`src/rtl/nrz_tx_pkg.sv`:
```
package nrz_tx_pkg;

  // Strobes from control to datapath, one cycle each
  typedef struct packed {
    logic loadFromIn;    // shift register takes the byte on the write port
    logic loadFromHold;  // shift register takes the waiting byte
    logic shift;         // advance one bit
    logic writeHold;     // holding register takes the write port
  } txStrobes_t;

endpackage

```
`src/rtl/nrz_tx_datapath.sv`:
```
module nrz_tx_datapath
  import nrz_tx_pkg::*;
#(
  parameter int DATA_W = 8
) (
  input  logic              clk,
  input  txStrobes_t        strobes,
  input  logic [DATA_W-1:0] wrData,
  output logic              txBit
);

  // Data registers are intentionally left without reset
  logic [DATA_W-1:0] holdReg;
  logic [DATA_W-1:0] shiftReg;

  always_ff @(posedge clk) begin
    if (strobes.writeHold) holdReg <= wrData;
  end

  always_ff @(posedge clk) begin
    if (strobes.loadFromHold)    shiftReg <= holdReg;
    else if (strobes.loadFromIn) shiftReg <= wrData;
    else if (strobes.shift)      shiftReg <= {shiftReg[DATA_W-2:0], 1'b0};
  end

  assign txBit = shiftReg[DATA_W-1];

endmodule

```
`src/rtl/nrz_tx_control.sv`:
```
module nrz_tx_control
  import nrz_tx_pkg::*;
#(
  parameter int DATA_W        = 8,
  parameter int TIMEOUT_TICKS = 7
) (
  input  logic       clk,
  input  logic       rstN,
  input  logic       enable,
  input  logic       bitTick,
  input  logic       wrValid,
  output txStrobes_t strobes,
  output logic       active,
  output logic       irq,
  output logic       lastUnderrun
);

  localparam int CNT_W = $clog2(DATA_W);
  localparam int TMO_W = $clog2(TIMEOUT_TICKS + 1);
  localparam logic [CNT_W-1:0] LAST_BIT = CNT_W'(DATA_W - 1);
  localparam logic [TMO_W-1:0] TMO_LAST = TMO_W'(TIMEOUT_TICKS - 1);

  logic             holdFull;
  logic [CNT_W-1:0] bitCnt;
  logic [TMO_W-1:0] tmoCnt;

  logic wrEn, startEvt, lastTick, timeoutHit, terminate, readyEvt;
  logic directLoad;

  always_comb begin
    wrEn       = wrValid & enable;
    startEvt   = wrEn & ~active;
    lastTick   = enable & active & bitTick & (bitCnt == LAST_BIT);
    directLoad = lastTick & ~holdFull & wrEn;
    timeoutHit = enable & active & bitTick & ~holdFull & ~wrEn & (tmoCnt == TMO_LAST);
    terminate  = timeoutHit | (lastTick & ~holdFull & ~wrEn);
    readyEvt   = startEvt | (lastTick & (holdFull | wrEn));

    strobes.loadFromIn   = startEvt | directLoad;
    strobes.loadFromHold = lastTick & holdFull;
    strobes.shift        = enable & active & bitTick & ~lastTick;
    strobes.writeHold    = wrEn & active & ~directLoad;
  end

  always_ff @(posedge clk or negedge rstN) begin
    if (!rstN) begin
      active <= 1'b0;
    end else if (!enable || terminate) begin
      active <= 1'b0;
    end else if (startEvt) begin
      active <= 1'b1;
    end
  end

  always_ff @(posedge clk or negedge rstN) begin
    if (!rstN) begin
      holdFull <= 1'b0;
    end else if (!enable || startEvt || terminate) begin
      holdFull <= 1'b0;
    end else if (lastTick) begin
      holdFull <= holdFull & wrEn;
    end else if (strobes.writeHold) begin
      holdFull <= 1'b1;
    end
  end

  always_ff @(posedge clk or negedge rstN) begin
    if (!rstN) begin
      bitCnt <= '0;
    end else if (startEvt || lastTick) begin
      bitCnt <= '0;
    end else if (strobes.shift) begin
      bitCnt <= bitCnt + 1'b1;
    end
  end

  always_ff @(posedge clk or negedge rstN) begin
    if (!rstN) begin
      tmoCnt <= '0;
    end else if (readyEvt || wrEn || terminate || !enable) begin
      tmoCnt <= '0;
    end else if (active && bitTick && !holdFull) begin
      tmoCnt <= tmoCnt + 1'b1;
    end
  end

  always_ff @(posedge clk or negedge rstN) begin
    if (!rstN) begin
      irq          <= 1'b0;
      lastUnderrun <= 1'b0;
    end else begin
      irq <= readyEvt | terminate;
      if (terminate)     lastUnderrun <= 1'b1;
      else if (readyEvt) lastUnderrun <= 1'b0;
    end
  end

endmodule

```
`src/rtl/nrz_tx_serializer.sv`:
```
module nrz_tx_serializer
  import nrz_tx_pkg::*;
#(
  parameter int DATA_W        = 8,
  parameter int TIMEOUT_TICKS = 7
) (
  input  logic              clk,
  input  logic              rstN,
  input  logic              enable,
  input  logic              bitTick,
  input  logic              wrValid,
  input  logic [DATA_W-1:0] wrData,
  output logic              txOut,
  output logic              txIdle,
  output logic              irq,
  output logic              lastUnderrun
);

  txStrobes_t strobes;
  logic       active;
  logic       txBit;

  nrz_tx_control #(
    .DATA_W       (DATA_W),
    .TIMEOUT_TICKS(TIMEOUT_TICKS)
  ) u_ctrl (
    .clk         (clk),
    .rstN        (rstN),
    .enable      (enable),
    .bitTick     (bitTick),
    .wrValid     (wrValid),
    .strobes     (strobes),
    .active      (active),
    .irq         (irq),
    .lastUnderrun(lastUnderrun)
  );

  nrz_tx_datapath #(
    .DATA_W(DATA_W)
  ) u_dp (
    .clk    (clk),
    .strobes(strobes),
    .wrData (wrData),
    .txBit  (txBit)
  );

  assign txOut  = active & txBit;
  assign txIdle = ~active;

endmodule

```
`config.mk`:
```
export PLATFORM = sky130hd
export DESIGN_NAME = nrz_tx_serializer
export DESIGN_NICKNAME = d
export VERILOG_FILES = /design/src/rtl/nrz_tx_pkg.sv /design/src/rtl/nrz_tx_datapath.sv /design/src/rtl/nrz_tx_control.sv /design/src/rtl/nrz_tx_serializer.sv
export SDC_FILE = /design/constraint.sdc
export NUM_CORES = 1
export LEC_CHECK = 0
export BUFFER_PORTS_ARGS = -buffer_cell sky130_fd_sc_hd__buf_4
export CAP_MARGIN = 15
export CELL_PAD_IN_SITES_DETAIL_PLACEMENT = 0
export CELL_PAD_IN_SITES_GLOBAL_PLACEMENT = 2
export CORE_AREA = 2 2 60 62
export CTS_CLUSTER_SIZE = 25
export DETAILED_ROUTE_END_ITERATION = 10
export DIE_AREA = 0 0 62 64
export GPL_ROUTABILITY_DRIVEN = 0
export PLACE_DENSITY_LB_ADDON = 0.1
export SKIP_CTS_REPAIR_TIMING = 1
export SLEW_MARGIN = 20
export SYNTH_ARGS = -nofsm -noshare
export SYNTH_HDL_FRONTEND = slang
export SYNTH_SLANG_ARGS = --single-unit
```
`constraint.sdc`:
```
create_clock -name clk -period 3.1 [get_ports clk]
set_input_delay 0.31 -clock clk [delete_from_list [all_inputs] [get_ports clk]]
set_output_delay 0.31 -clock clk [all_outputs]
set_load 0.02 [all_outputs]
```
==> results by group, run 1 <==
Status
  – Status: finished, final reports clean

Yosys
  – Mapped Area: around 1200 um^2
  – Syn nets: approximately 130
  – Yosys reg bits: 26
  – Sequential area share after synthesis: 0.585
  – Post-synthesis cell type count: 27
  – Avg Inst Size Synth: ~11 um^2
  – EDFF count, synth: 16
  – Async set-reset flop share out of synthesis: 0.385
  – Cells after Synth: 112
  – Ys flop type: edfxtp_1
  – Ys Warns: 0

Setup path
  – Critical path's most frequent cell: ha_1
  – Crit path kind: reg2reg
  – Delay-heaviest family, CP: compound AO/OA/AOI/OAI gates
  – CP bufs+invs: 0
  – Crit. End Element: flip-flop
  – Max incr delay on CP: 0.39 ns
  – Startpoint types: flip-flop
  – CP Data Required Time: 3.11 ns
  – CP Data Arrival Time: 2.08 ns
  – Slowest-stage cell, CP: dfrtp_1
  – Crit-path max FO: 9
  – CP cell instances: ha_1 -> ha_1 -> nand3b_1 -> a21oi_4 -> a21o_1

Global routing
  – Gr usage total: 0.134
  – First-pass GRT wire length: 3940 um
  – Grt ovf: 0
  – Vias in the first global route: 843
  – Pin count of the biggest net entering global routing: 16
  – Initial antenna violation count: 0

Floorplan
  – Overall die area: 3970 um^2
  – Die width: 62 um
  – Top-level I/O count: 17
  – Rows: 21
  – Die height: 64 um
  – Core Region: approximately 3300 um^2
  – Initial Utilization: 0.381

Drt
  – Top sig layer: met4
  – DR vias: approximately 860
  – Met2 wire len: 1150 um
  – Drt drc: 0
  – Drt wl/cell: 13.1 um
  – Antenna viol nets, final: 0
  – Wl on met1: 1020 um
  – DR vias/cell: 4.91
  – Detailed Routing Iterations Pass 1: 5
  – Metal3 WL: 110 um
  – Total Wirelength: 2300 um
  – Initial drt markers: 32

Power
  – Peak VDD IR: 0.000146 V
  – Total power: 0.000628 W
  – Lkg Pwr: 0.595 nW
  – P per Cell Area: approximately 430 nW/um^2

Placed design
  – Port bufs: 16
  – Post-DP Area: roughly 1400 um^2
  – DP Worst Slack: 0.997 ns
  – HPWL after DPL: 1710 um

Timing
  – Final Skew: 0.00193 ns
  – Final Critical Period: around 2.1 ns
  – Final setup violation count: 0
  – Final Hold Fails: 0
  – PnR worst setup slack: 1.02 ns
  – Slew Limit Fails: 0
  – Worst-Margin Slew: 0.556 ns
  – Setup TNS: 0 ns
  – Max Clock Freq: 482 MHz
  – Crit share post-route: 0.670
  – Relative slew slack: 0.628
  – RSZ-0062 raised after global routing: no

Layout
  – Layout cell share with drive strength beyond 1: 0.178
  – Synthesis-to-layout area growth: 16.5%
  – Finished Cell Area: roughly 1500 um^2
  – Final nets: 147
  – Ant. Diodes: 0
  – Fillcell total: 327

CTS
  – Clk sinks: 26
  – Cell chosen for the clock root: clkbuf_4
  – CTS tree: built
  – Clock buffer depth: 2
  – Worst skew pair latency: a little over 0.3 ns
  – Total CTS buffers: 3
  – H-tree lvl count: 1
  – Clock Pin Slew Worst Setup and Hold Paths: 0.13 ns

Job
  – MaxCap Viol Count: 0

Min path
  – Hold Path Class: in2reg
==> synthesized netlist by cell type, types with 3 or more instances <==
master,number,area share
a21oi_1,18,0.072
ha_1,4,0.040
inv_1,4,0.012
dfrtp_1,10,0.20
nor3b_1,3,0.018
nand2_1,7,0.021
nand3b_1,3,0.018
edfxtp_1,16,0.38
nor2_1,15,0.045
mux2i_1,7,0.056
==> worst reg2reg max path, delay by kind of cell, from the launching register on <==
| family | cells | cell delay [ns] |
|---|---|---|
| and+or+nand+nor | 1 | 0.19 |
| DFF | 1 | 0.39 |
| AOI/OAI and AO/OA | 2 | 0.71 |
| adders and majority gates | 2 | 0.49 |
==> where the power goes <==
part	internal, W	total [W]	switching, W
logic	0.0000313	0.0000663	0.0000349
registers	0.000386	0.000395	0.00000968
clock network	0.0000717	0.000166	0.0000944
==> layer usage <==
| metal | vias up | track usage |
|---|---|---|
| met5 | - | 0 |
| met4 | 0 | 0.0479 |
| met3 | 2 | 0.0263 |
| met2 | 22 | 0.203 |
| met1 | 403 | 0.188 |
| li1 | 432 | - |
==> cells by family (layout without fill, tap and decap cells) <==
family | after synthesis | count (layout) | synth area share
DFF | 26 | 26 | 0.585
and+or+nand+nor | 41 | 41 | 0.170
adders and majority gates | 4 | 4 | 0.0400
AOI/OAI and AO/OA | 25 | 25 | 0.116
xor gates and xnor gates | 1 | 1 | 0.00701
muxes | 7 | 7 | 0.0561
buffers and inverters | 8 | 25 | 0.0260
==> state kept, by name, indices dropped and copies added (netlist names) <==
register	cells
u_dp.holdReg	8
u_dp.shiftReg	8
u_ctrl.bitCnt	3
u_ctrl.tmoCnt	3
u_ctrl.active	1
u_ctrl.holdFull	1
u_ctrl.irq	1
u_ctrl.lastUnderrun	1
==> metrics by stage <==
| step | hold slack, ns | utilization | cells |
|---|---|---|---|
| floorplan | 0.0144 | - | 112 |
| global placement | 0.149 | 0.429 | 170 |
| detailed placement | 0.148 | 0.429 | 170 |
| CTS | -0.214 | 0.440 | 174 |
| global route | 0.139 | 0.443 | 175 |
| finish | 0.176 | 0.443 | 175 |
==> final cells by class <==
cell class	count	area, um^2	share of cell area
Timing Repair Buffer	17	130	0.0893
Tap cell	46	57.6	0.0395
Inverter	4	15.0	0.0103
Clock buffer	4	36.3	0.0249
Multi-Input combinational cell	78	487	0.334
Sequential cell	26	731	0.502
==> final timing paths <==
path	start	to	slack, ns	depth (start not counted)
min	wrData[4]	u_dp.holdReg[4]	0.18	1
min reg2reg	u_ctrl.bitCnt[2]	u_ctrl.bitCnt[2]	0.55	2
max in group asynchronous	rstN	u_ctrl.lastUnderrun	2.62	2
min in group asynchronous	rstN	u_ctrl.holdFull	0.34	2
max reg2reg	u_ctrl.bitCnt[0]	u_dp.shiftReg[3]	1.02	5
max	u_ctrl.bitCnt[0]	u_dp.shiftReg[3]	1.02	5
==> layout by cell type (no fill, tap or decap), drive strengths merged, types with 3 or more instances in the layout <==
cell	count
inv	4
nand2	7
nand3	3
mux2i	7
nand3b	3
nor3b	3
edfxtp	16
ha	4
a21oi	19
nor2	15
dfrtp	10
buf	16
clkbuf	4
o21ai	3
(Power assumes the default switching activity.)
==> run 2: changes to the inputs <==
Settings changed: ABC_AREA from default to 1, CORE_AREA 2 2 60 62 to 2 2 69 71, DIE_AREA 0 0 62 64 to 0 0 71 73.
Clock period 3.1 ns to 1.7 ns, I/O delays scaled along.
==> results by group, run 2 <==
Status
  – Status: finished, final reports clean

Setup path
  – Startpoint types: flip-flop
  – R2r endpoint: u_dp.holdReg[3]
  – Reg2reg start: u_ctrl.bitCnt[1]
  – CP Data Arrival Time: 1.62 ns
  – Crit path kind: reg2reg
  – R2R Setup Slk: 0.08 ns
  – Register-to-Register Path Depth: 7
  – Crit. End Element: flip-flop
  – CP Data Required Time: 1.70 ns
  – Crit-path max FO: 8

Drt
  – Total Wirelength: 2750 um
  – DR vias/cell: 4.43
  – Drt drc: 0
  – Antenna viol nets, final: 0
  – Detailed Routing Iterations Pass 1: 4
  – Initial drt markers: ~50
  – DR vias: 1005
  – Drt wl/cell: 12.1 um

Yosys
  – Synth Area in Compound Gates: 0.0113
  – Ys flop type: edfxtp_1
  – Simple-gate share of the synthesized area: 0.308
  – Ranking of synthesized cells by area: edfxtp_1 (36%), dfrtp_1 (19%), nand2_1 (12%), nand3_1 (7.6%), inv_1 (5.9%)
  – Async set-reset flop share out of synthesis: 0.385
  – Mux cell area share after synthesis: 0
  – EDFF count, synth: 16
  – Cells after Synth: 141
  – Avg Inst Size Synth: 9.40 um^2
  – Sequential area share after synthesis: 0.551
  – Synth top area share: 0.363
  – Post-synth top cells: nand2_1 (42), inv_1 (21), nand3_1 (20), edfxtp_1 (16), dfrtp_1 (10)
  – Yosys reg bits: 26
  – Largest family of logic cells by synthesized area: simple AND/OR/NAND/NOR gates
  – Xor and xnor area share after synthesis: 0.0132
  – Ys Warns: 0
  – Post-Synth Adder-Cell Area: 0.0378
  – Mapped Area: 1330 um^2
  – Post-synthesis cell type count: 22
  – Area leader, netlist: edfxtp_1
  – Top-count cell post-synth: nand2_1
  – Syn nets: 158

Floorplan
  – Core Region: 4540 um^2
  – Die width: 71 um
  – Initial Utilization: 0.292
  – Overall die area: just over 5000 um^2
  – Top-level I/O count: 17
  – Rows: 25
  – Die height: between 70 and 80 um

Placed design
  – Port bufs: 16
  – Post-DP Area: 1620 um^2
  – DP Worst Slack: -0.00354 ns
  – HPWL after DPL: 2100 um

CTS
  – Clk sinks: 26
  – Worst skew pair latency: 0.27 ns
  – Clock Pin Slew Worst Setup and Hold Paths: around 0.090 ns
  – CTS tree: built
  – Cell chosen for the clock root: clkbuf_8
  – Total CTS buffers: 3
  – H-tree lvl count: 1
  – Clock buffer depth: 2

Global routing
  – First-pass GRT wire length: roughly 4900 um
  – Grt ovf: 0
  – Initial antenna violation count: 0
  – Pin count of the biggest net entering global routing: 15
  – Vias in the first global route: 1052
  – Gr usage total: 0.123

Power
  – P per Cell Area: about 760 nW/um^2
  – Peak VDD IR: 0.000275 V
  – Lkg Pwr: between 0.8 and 0.9 nW
  – Total power: 0.00129 W

Min path
  – Cell depth of the worst hold path: 1
  – Hold path start: wrData[4]
  – Hold Path Class: in2reg
  – Hold endpoint: u_dp.holdReg[4]

Layout
  – Final core occ: 0.374
  – Most common cell after layout, fill and taps aside: nand2_1
  – Layout cell share with drive strength beyond 1: 0.266
  – Largest registers: u_dp.holdReg x8, u_dp.shiftReg x8
  – Commonest non-fill, non-tap cells in the layout: nand2_1 (42), buf_4 (27), inv_1 (21)
  – Synthesis-to-layout area growth: 28.0%
  – Final nets: between 150 and 200
  – Ant. Diodes: 0
  – Finished Cell Area: 1700 um^2

Timing
  – RSZ-0062 raised after global routing: no
  – PnR worst setup slack: 0.0815 ns
  – Worst-Margin Slew: 0.298 ns
  – Final Skew: 0.00209 ns
  – Hold slack: 0.0774 ns
  – Slew Limit Fails: 0
  – Final Critical Period: 1.62 ns
  – Final setup violation count: 0
  – Relative slew slack: 0.801
  – Crit share post-route: 0.952
  – Final Hold Fails: 0
  – Max Clock Freq: 618 MHz

Job
  – MaxCap Viol Count: 0
-- run 2: cell types whose count changed in the layout (fill, tap and decap cells not counted), sizes merged, moves of 7 or more --
cell / change
inv: +21
mux2i: -7
nor2: -7
nand3: +19
buf: +12
a21oi: -19
nand2: +38
-- run 2: worst max-delay path by stage --
stage	slack (ns)	start	end	cells past startpoint
final	0.08	u_ctrl.bitCnt[1]	u_dp.holdReg[3]	7
after detailed placement	-0.004	u_ctrl.bitCnt[0]	u_dp.shiftReg[2]	7
after global routing	0.02	u_ctrl.bitCnt[0]	u_dp.holdReg[0]	7
after CTS	-0.03	u_ctrl.bitCnt[1]	u_dp.shiftReg[2]	7
after global placement	0.02	u_ctrl.bitCnt[0]	u_dp.holdReg[6]	7
after floorplan	0.02	u_ctrl.bitCnt[0]	u_dp.shiftReg[0]	6
-- run 2: per-layer routing --
layer	vias to the layer above	track usage	part of all wire
met5	-	0	0
met4	0	0.0566	0.019
met3	4	0.0235	0.032
met2	17	0.218	0.51
met1	466	0.143	0.44
li1	518	-	-
-- run 2: layout make-up --
class	count	area (um^2)
Timing Repair Buffer	29	233
Inverter	25	96.3
Fill cell	449	2840
Tap cell	54	67.6
Multi-Input combinational cell	89	524
Clock inverter	1	3.75
Sequential cell	26	731
Clock buffer	3	41.3
-- run 2: kinds of logic (layout without fill, tap and decap cells) --
group | after synthesis | in the layout
DFF | 26 | 26
buffers and inverters | 26 | 58
and+or+nand+nor | 80 | 80
xor gates and xnor gates | 2 | 2
adders and majority gates | 4 | 4
AOI/OAI and AO/OA | 3 | 3
-- run 2: stage by stage --
stage,setup TNS (ns),cells
floorplan,0,141
global placement,0,222
finish,0,227
CTS,-0.435,226
detailed placement,-0.0168,222
global route,0,227
-- run 2: critical path, stage by stage (launching register included) --
cell and delay, ns:
dfrtp_1 0.41, ha_2 0.19, ha_4 0.17, inv_2 0.08, nor2_4 0.04, nand2_1 0.08
nor3b_4 0.22, buf_12 0.15
-- run 2: report_power, final --
group	internal (W)	total, W	switching, W
clock	0.000162	0.000356	0.000194
combinational	0.0000887	0.000197	0.000109
sequential	0.000714	0.000733	0.0000189
total	0.000965	0.00129	0.000322
==> run 3: changes to the inputs <==
Settings changed: BUFFER_PORTS_ARGS -buffer_cell sky130_fd_sc_hd__buf_4 to -buffer_cell sky130_fd_sc_hd__buf_2, CTS_BUF_LIST from default to sky130_fd_sc_hd__clkbuf_16.
==> results by group, run 3 (synthesis gave the netlist of run 2 again) <==
Min path
  – Hold Path Class: in2reg
  – Hold endpoint: u_dp.holdReg[4]
  – Hold path start: wrData[4]
  – Cell depth of the worst hold path: 1

Setup path
  – R2R Setup Slk: around 0.1 ns
  – Register-to-Register Path Depth: 7
  – CP Data Arrival Time: 1.58 ns
  – Crit-path max FO: 8
  – Crit. End Element: flip-flop
  – R2r endpoint: u_dp.holdReg[2]
  – Reg2reg start: u_ctrl.bitCnt[1]
  – Slowest-stage cell, CP: dfrtp_1
  – Max incr delay on CP: 0.38 ns
  – CP cell instances: ha_2 -> ha_4 -> inv_2 -> nor2_2 -> nand2_1 -> nor3b_4 -> buf_12
  – CP Data Required Time: 1.68 ns
  – Crit path kind: reg2reg
  – Startpoint types: flip-flop

Placed design
  – Port bufs: 16
  – HPWL after DPL: 2120 um
  – Post-DP Area: 1570 um^2
  – Placed insts: ~220

Floorplan
  – Overall die area: 5180 um^2
  – Rows: 25
  – Die width: 71 um
  – Core Region: roughly 4500 um^2
  – Top-level I/O count: 17
  – Die height: 73 um
  – Initial Utilization: 0.292

CTS
  – CTS tree: built
  – Worst skew pair latency: 0.26 ns
  – Cell chosen for the clock root: clkbuf_16
  – Clock Pin Slew Worst Setup and Hold Paths: roughly 0.06 ns
  – H-tree lvl count: 1
  – Clk sinks: 26
  – Clock buffer depth: 2
  – Total CTS buffers: 3

Timing
  – Final setup violation count: 0
  – Slew Limit Fails: 0
  – Final Critical Period: 1.60 ns
  – Worst-Margin Slew: 0.303 ns
  – Setup TNS: 0 ns
  – Max Clock Freq: about 620 MHz
  – Relative slew slack: 0.798
  – Final Skew: 0.00198 ns
  – Crit share post-route: 0.942
  – RSZ-0062 raised after global routing: no
  – Final Hold Fails: 0

Layout
  – Ant. Diodes: 0
  – Synthesis-to-layout area growth: 27.2%
  – Finished Cell Area: approximately 1700 um^2
  – Commonest non-fill, non-tap cells in the layout: nand2_1 (42), inv_1 (22), nand3_1 (20)
  – Final core occ: 0.372
  – Largest registers: u_dp.holdReg x8, u_dp.shiftReg x8
  – Cell Count, Final, Fillers Out: 227
  – Final nets: between 150 and 200
  – Most common cell after layout, fill and taps aside: nand2_1
  – Layout cell share with drive strength beyond 1: 0.266

Power
  – Lkg Pwr: 0.859 nW
  – P per Cell Area: 858 nW/um^2
  – Total power: 0.00145 W
  – Peak VDD IR: 0.000299 V

Global routing
  – Vias in the first global route: between 1000 and 1500
  – Pin count of the biggest net entering global routing: 15
  – Grt ovf: 0
  – Initial antenna violation count: 0
  – First-pass GRT wire length: 4660 um
  – Gr usage total: 0.118

Drt
  – DR vias: 988
  – Detailed Routing Iterations Pass 1: 4
  – Antenna viol nets, final: 0
  – Initial drt markers: 38
  – Drt drc: 0
  – DR vias/cell: 4.35
  – Total Wirelength: approximately 2800 um
  – Drt wl/cell: ~12 um

Status
  – Status: finished, final reports clean

Job
  – MaxCap Viol Count: 0
-- run 3: layout make-up --
cell class / instances / area [um^2]
inverters: 25 / 96.3
flip-flops and latches: 26 / 731
well taps: 54 / 67.6
fillers: 461 / 2850
multi-input cells: 89 / 519
clock buffers: 3 / 75.1
repair buffers: 29 / 193
clock inverters: 1 / 3.75
-- run 3: per-stage QoR --
| step | hold slack (ns) | setup WS (ns) |
|---|---|---|
| after global routing | 0.0956 | 0.00384 |
| final | 0.0986 | 0.0986 |
| after detailed placement | 0.0583 | -0.00888 |
| after global placement | 0.0490 | 0.0221 |
| after CTS | -0.221 | -0.0334 |
| after floorplan | -0.126 | 0.0243 |
-- run 3: where the power goes --
group	total (W)	switching (W)	internal, W
Clock	0.000526	0.000211	0.000315
Sequential	0.000732	0.0000169	0.000715
Combinational	0.000188	0.000110	0.0000784
Total	0.00145	0.000338	0.00111
-- run 3: worst max-delay path by stage --
stage / startpoint / end / slack (ns) / depth (start not counted)
floorplan: u_ctrl.bitCnt[0] / u_dp.shiftReg[0] / 0.02 / 6
global placement: u_ctrl.bitCnt[1] / u_dp.shiftReg[2] / 0.02 / 7
detailed placement: u_ctrl.bitCnt[0] / u_dp.holdReg[6] / -0.009 / 7
CTS: u_ctrl.bitCnt[0] / u_dp.holdReg[6] / -0.03 / 7
global route: u_ctrl.bitCnt[1] / u_dp.holdReg[2] / 0.004 / 7
finish: u_ctrl.bitCnt[1] / u_dp.holdReg[2] / 0.1 / 7
-- run 3: critical path, delay by kind of cell (launching register included) --
family	cells	cell delay [ns]
adder cells (fa/ha/maj)	2	0.37
buffers and inverters	2	0.21
flip-flops	1	0.38
AND/OR/NAND/NOR	3	0.35
-- run 3: per-layer routing --
layer / part of all wire / track usage / up-vias
li1: - / - / 516
met1: 0.46 / 0.141 / 456
met2: 0.50 / 0.207 / 14
met3: 0.031 / 0.0249 / 2
met4: 0.0069 / 0.0461 / 0
met5: 0 / 0 / -
